==> src/rtl/resv_pkg.sv <==
// Shared types for the reservation monitor.
// Assumes: the opcode encoding below is fixed by the processor port.
package resv_pkg;
    typedef enum logic [1:0] {
        OP_IDLE  = 2'b00,
        OP_STORE = 2'b01,
        OP_LRES  = 2'b10,
        OP_SCOND = 2'b11
    } mem_op_e;
endpackage

==> src/rtl/resv_agen.sv <==
// Effective address former and alignment check.
// Forms (base|0)+index modulo 2^ADDR_W and flags a size-misaligned result.
// Assumes: a zero specifier means "no base register".
module resv_agen #(
    parameter int ADDR_W = 32,
    parameter int SEL_W  = 5
) (
    input  logic [SEL_W-1:0]  bsel,
    input  logic [ADDR_W-1:0] base,
    input  logic [ADDR_W-1:0] index,
    input  logic              dbl,
    output logic [ADDR_W-1:0] ea,
    output logic              aligned
);
    logic [ADDR_W-1:0] base_eff;

    // Select the zero base when the specifier is 0, then add the index.
    always_comb begin
        base_eff = (bsel == '0) ? '0 : base;
        ea       = base_eff + index;
    end

    // Word needs low two bits clear, doubleword needs low three clear.
    always_comb begin
        if (dbl) aligned = (ea[2:0] == 3'b000);
        else     aligned = (ea[1:0] == 2'b00);
    end
endmodule

==> src/rtl/resv_track.sv <==
// Single-entry reservation register with snoop comparison.
// Holds one granule tag; a set request wins over any clear in the same cycle.
// Assumes: set_en and sc_clr are never high together (one request per cycle).
module resv_track #(
    parameter int ADDR_W     = 32,
    parameter int GRAN_BYTES = 8
) (
    input  logic              clk,
    input  logic              rst_n,
    input  logic              set_en,
    input  logic [ADDR_W-1:0] set_addr,
    input  logic              sc_clr,
    input  logic              snp_valid,
    input  logic [ADDR_W-1:0] snp_addr,
    output logic              resv_valid,
    output logic              snoop_hit
);
    localparam int GL    = $clog2(GRAN_BYTES);
    localparam int TAG_W = ADDR_W - GL;

    logic [TAG_W-1:0] resv_tag;

    // Foreign store lands in the reserved granule.
    always_comb begin
        snoop_hit = resv_valid && snp_valid && (snp_addr[ADDR_W-1:GL] == resv_tag);
    end

    // Reservation state: set by reserving load, cleared by SC or snoop hit.
    always_ff @(posedge clk) begin
        if (!rst_n) begin
            resv_valid <= 1'b0;
            resv_tag   <= '0;
        end else if (set_en) begin
            resv_valid <= 1'b1;
            resv_tag   <= set_addr[ADDR_W-1:GL];
        end else if (sc_clr || snoop_hit) begin
            resv_valid <= 1'b0;
        end
    end

    p_lr_sets_r1: assert property (@(posedge clk) disable iff (!rst_n)
        set_en |=> resv_valid);
    p_sc_clears_r4: assert property (@(posedge clk) disable iff (!rst_n)
        (sc_clr && !set_en) |=> !resv_valid);
    p_snoop_clears_r5: assert property (@(posedge clk) disable iff (!rst_n)
        (snoop_hit && !set_en) |=> !resv_valid);
    p_idle_holds_r5: assert property (@(posedge clk) disable iff (!rst_n)
        (!set_en && !sc_clr && !snp_valid) |=> $stable(resv_valid) && $stable(resv_tag));
endmodule

==> src/rtl/resv_monitor.sv <==
// Per-processor load-reserve / store-conditional monitor (top).
// Decodes the request, drives the reservation tracker, and registers the
// write permission, conditional-store result and alignment error.
// Assumes: at most one processor request and one snooped store per cycle.
module resv_monitor
    import resv_pkg::*;
#(
    parameter int ADDR_W     = 32,
    parameter int SEL_W      = 5,
    parameter int GRAN_BYTES = 8
) (
    input  logic              clk,
    input  logic              rst_n,
    input  logic [1:0]        req_op,
    input  logic              req_dbl,
    input  logic [SEL_W-1:0]  req_bsel,
    input  logic [ADDR_W-1:0] req_base,
    input  logic [ADDR_W-1:0] req_index,
    input  logic              snp_valid,
    input  logic [ADDR_W-1:0] snp_addr,
    output logic              wr_go,
    output logic              sc_pass,
    output logic              align_err,
    output logic              resv_held
);
    mem_op_e           op;
    logic [ADDR_W-1:0] ea;
    logic              aligned;
    logic              is_resv_op;
    logic              lr_go;
    logic              sc_go;
    logic              sc_ok;
    logic              snoop_hit;

    resv_agen #(.ADDR_W(ADDR_W), .SEL_W(SEL_W)) u_agen (
        .bsel    (req_bsel),
        .base    (req_base),
        .index   (req_index),
        .dbl     (req_dbl),
        .ea      (ea),
        .aligned (aligned)
    );

    // Decode the request and qualify reservation ops by alignment.
    always_comb begin
        op         = mem_op_e'(req_op);
        is_resv_op = (op == OP_LRES) || (op == OP_SCOND);
        lr_go      = (op == OP_LRES)  && aligned;
        sc_go      = (op == OP_SCOND) && aligned;
        sc_ok      = sc_go && resv_held && !snoop_hit;
    end

    resv_track #(.ADDR_W(ADDR_W), .GRAN_BYTES(GRAN_BYTES)) u_track (
        .clk        (clk),
        .rst_n      (rst_n),
        .set_en     (lr_go),
        .set_addr   (ea),
        .sc_clr     (sc_go),
        .snp_valid  (snp_valid),
        .snp_addr   (snp_addr),
        .resv_valid (resv_held),
        .snoop_hit  (snoop_hit)
    );

    // Register the per-request response one cycle after the request.
    always_ff @(posedge clk) begin
        if (!rst_n) begin
            wr_go     <= 1'b0;
            sc_pass   <= 1'b0;
            align_err <= 1'b0;
        end else begin
            wr_go     <= sc_ok || (op == OP_STORE);
            sc_pass   <= sc_ok;
            align_err <= is_resv_op && !aligned;
        end
    end

    p_sc_needs_resv_r2: assert property (@(posedge clk) disable iff (!rst_n)
        sc_pass |-> $past(resv_held));
    p_fail_nowrite_r3: assert property (@(posedge clk) disable iff (!rst_n)
        ($past(op == OP_SCOND) && !sc_pass) |-> !wr_go);
    p_collide_fails_r6: assert property (@(posedge clk) disable iff (!rst_n)
        (sc_go && snoop_hit) |=> !sc_pass);
    p_misalign_quiet_r7: assert property (@(posedge clk) disable iff (!rst_n)
        align_err |-> (!wr_go && !sc_pass));
    p_misalign_hold_r7: assert property (@(posedge clk) disable iff (!rst_n)
        (is_resv_op && !aligned && !snoop_hit) |=> $stable(resv_held));
    p_store_keeps_r9: assert property (@(posedge clk) disable iff (!rst_n)
        ((op == OP_STORE) && !snp_valid) |=> (wr_go && $stable(resv_held)));
endmodule

==> config.mk <==
export PLATFORM = sky130hd
export DESIGN_NAME = resv_monitor
export DESIGN_NICKNAME = d
export VERILOG_FILES = /design/src/rtl/resv_pkg.sv /design/src/rtl/resv_agen.sv /design/src/rtl/resv_track.sv /design/src/rtl/resv_monitor.sv
export SDC_FILE = /design/constraint.sdc
export NUM_CORES = 1
export LEC_CHECK = 0
export ABC_AREA = 1
export BUFFER_PORTS_ARGS = -buffer_cell sky130_fd_sc_hd__buf_2
export CAP_MARGIN = 20
export CELL_PAD_IN_SITES_DETAIL_PLACEMENT = 2
export CELL_PAD_IN_SITES_GLOBAL_PLACEMENT = 2
export CORE_MARGIN = 2
export CORE_UTILIZATION = 24
export DETAILED_ROUTE_END_ITERATION = 12
export GPL_TIMING_DRIVEN = 1
export PLACE_DENSITY_LB_ADDON = 0.12
export SLEW_MARGIN = 20
export SYNTH_ARGS = -nofsm -noshare
export SYNTH_HDL_FRONTEND = slang
export SYNTH_SLANG_ARGS = --single-unit
==> constraint.sdc <==
create_clock -name clk -period 2.4 [get_ports clk]
set_input_delay 0.24 -clock clk [delete_from_list [all_inputs] [get_ports clk]]
set_output_delay 0.24 -clock clk [all_outputs]
set_load 0.02 [all_outputs]
==> qor.yml <==
status: "completed"
finalWeightedCongestion: 0.818
first_global_vias: 5756
cp.required_ns: 2.58
max_slew_margin: 0.508
dieArea_um2: 20000
p_switching_uw: 904
ys_seq_area_frac: 0.146
ant_nets: 0
maxCapViolCount: 0
firstDrtPassIters: 4
setup_violations: 0
cts_buffer_depth: 2
syn_inst: 859
first_iter_violations: 123
totalWireLength_um: 17600
die_y_um: 141
synth_edf_count: 0
ios: 111
vias_per_cell: 4.39
portBuffers: 107
critPathMaxFanout: 20
register_area_um2: 661
ys_warn_count: 0
antenna_found_initial: 0
min_from: "req_op[1]"
arrival_ns: 2.37
hold_ws_ns: 0.206
cts_tree: "done"
syn_area_per_cell_um2: 5.28
hold_path_class: "in -> reg"
routed-via-count: 5523
syn_to_final_growth_pct: 36.6
drive_gt1_frac: 0.249
intPower_uw: 1470
yosysTopAreaCell: "nand2_1"
final.setup_skew_ns: 0.00312
seq_power_share: 0.248
yosys_most_used_dff: "dfxtp_1"
period_share: 0.914
synth_cell_types: 33
maxSlewViolCount: 0
cts_root_buffer: "clkbuf_16"
ff2ff_setup_slack_ns: 0.92
grt_remaining_overflow: 0
worstSetupStartpointType: "input port"
path_class: "in -> reg"
synthTopCellsByCount: "nand2_1, inv_1, nor2_1"
fillers: 2425
row_count: 50
powerDensity_nw_per_um2: 384
worst_pin_slew_ns: 0.737
netlist_area_um2: 4530
multiInputGateArea_um2: 3300
p_sw_frac: 0.381
finalSetupTns_ns: 0
diodes: 0
r2r-start: "u_track.resv_valid"
syn_nets: 998
power_leakage_uw: 0.00368
cts_sinks: 33
p_comb_frac: 0.489
cts_inserted_buffers: 5
p_clk_frac: 0.263
holdPathEnd: "align_err"
path_clk_slew_ns: 0.05
fp.coreArea_um2: 18600
peakVddDrop_v: 0.000201
hold_violations: 0
reg2reg_to: "u_track.resv_valid"
r2r_cells: 9
synthMostInstantiatedCell: "nand2_1"
rsz0062_at_grt: "no"
cts.htree.levels: 2
insertion_delay_ns: 0.27
ys_top_cells_by_area: "nand2_1, inv_1, dfxtp_1, ha_1, nor2_1"
post-route-drc-count: 0
end_kind: "register"
ys_ff_latch: 33
grt_max_degree: 37
grt_pass1_wl_um: 28400
clock.fmax_mhz: 456
yosys.area.top_type_share: 0.262
async_reset_ff_frac: 0
grt_usage: 0.176
nets: 1163
min_period_ns: 2.19
die-width_um: 141
routedWlPerCell_um: 14.0
start_util: 0.243
holdPathStages: 3
hpwlAfterDp_um: 15600
==> worst max-delay path, cell delays in order <==
cell,delay [ns]
buf_2,0.10
nor3_2,0.16
nand2_1,0.08
buf_6,0.15
buf_12,0.15
nand2_1,0.06
inv_1,0.04
ha_1,0.35
nand2_2,0.16
inv_1,0.05
nand2_1,0.07
nand2_1,0.07
nand2_1,0.08
nand2_1,0.13
a21oi_2,0.18
nand2_1,0.07
nand2_1,0.05
nand3_1,0.06
nand2_1,0.06
inv_1,0.04
==> area by class of cell <==
| cell class | count | share of cell area |
|---|---|---|
| Sequential cell | 33 | 0.107 |
| Inverter | 202 | 0.123 |
| Tap cell | 234 | 0.0473 |
| Multi-Input combinational cell | 613 | 0.533 |
| Clock buffer | 7 | 0.0230 |
| Timing Repair Buffer | 169 | 0.166 |
==> how the worst max path moves through the flow <==
stage | slack, ns | to | from | cells after the start
2_1_floorplan | 0.14 | u_track.resv_tag[22] | req_bsel[2] | 16
3_3_place_gp | -0.20 | u_track.resv_tag[27] | req_bsel[2] | 18
3_5_place_dp | -0.26 | u_track.resv_tag[27] | req_bsel[2] | 18
4_1_cts | 0.02 | u_track.resv_tag[27] | req_bsel[2] | 18
5_1_grt | 0.002 | u_track.resv_tag[28] | req_bsel[2] | 17
6_report | 0.21 | u_track.resv_tag[28] | req_bsel[2] | 20
==> sequential cells by signal (all words and copies together) (netlist names) <==
| register | flops |
|---|---|
| align_err | 1 |
| wr_go | 1 |
| u_track.resv_tag | 29 |
| u_track.resv_valid | 1 |
| sc_pass | 1 |
==> layer usage <==
layer  share of wire  track usage
met5               0            0
met4          0.0058       0.0221
met3           0.023       0.0138
met2            0.47        0.305
met1            0.50        0.246
==> repair_timing <==
item | 4_1_cts | 5_1_grt
resized for setup | 0 | 62
setup buffers | 0 | 0
setup endpoints to repair | 0 | 26
hold buffers | 0 | 0
==> cells in the final DEF, fill, tap and decap left out, types with 5 or more instances in the layout <==
| cell type | Yosys | layout |
|---|---|---|
| nand2_1 | 316 | 298 |
| inv_1 | 201 | 201 |
| buf_2 | 2 | 107 |
| nor2_1 | 72 | 59 |
| buf_4 | 0 | 59 |
| nand3_1 | 47 | 44 |
| a21oi_1 | 47 | 40 |
| dfxtp_1 | 33 | 33 |
| nand2_2 | 1 | 19 |
| nand4_1 | 16 | 16 |
| ha_1 | 31 | 15 |
| o21ai_0 | 14 | 14 |
| xor2_1 | 14 | 14 |
| or2_2 | 13 | 13 |
| nor2_2 | 1 | 12 |
| ha_4 | 0 | 9 |
| xnor2_1 | 8 | 8 |
| a21oi_2 | 0 | 7 |
| ha_2 | 0 | 7 |
| clkbuf_16 | 0 | 5 |
==> stage by stage <==
step,setup WS (ns),std cells,cell area (µm²),utilization,total power [µW]
after floorplan,0.139,859,4530,-,1220
after global placement,-0.199,1251,5780,0.310,1670
after detailed placement,-0.257,1251,5780,0.310,1690
after CTS,0.0212,1258,5920,0.318,2330
after global routing,0.00181,1258,6190,0.332,2580
final,0.205,1258,6190,0.332,2370
==> kinds of logic (layout without fill, tap and decap cells) <==
kind of cell    Yosys count  count (layout)  synth area share
fa+ha+maj                32              32            0.0900
compound gates           79              79            0.0969
xor+xnor                 22              22            0.0425
flops                    33              33             0.146
simple gates            480             480             0.440
buf+inv                 213             378             0.185
==> power groups by stage <==
stage,registers (µW),clock network (µW),logic (µW)
floorplan,599,0,617
global placement,599,0,1070
detailed placement,600,0,1090
CTS,589,643,1100
global route,591,666,1320
finish,589,626,1160
Power figures use the tool's default switching activity.
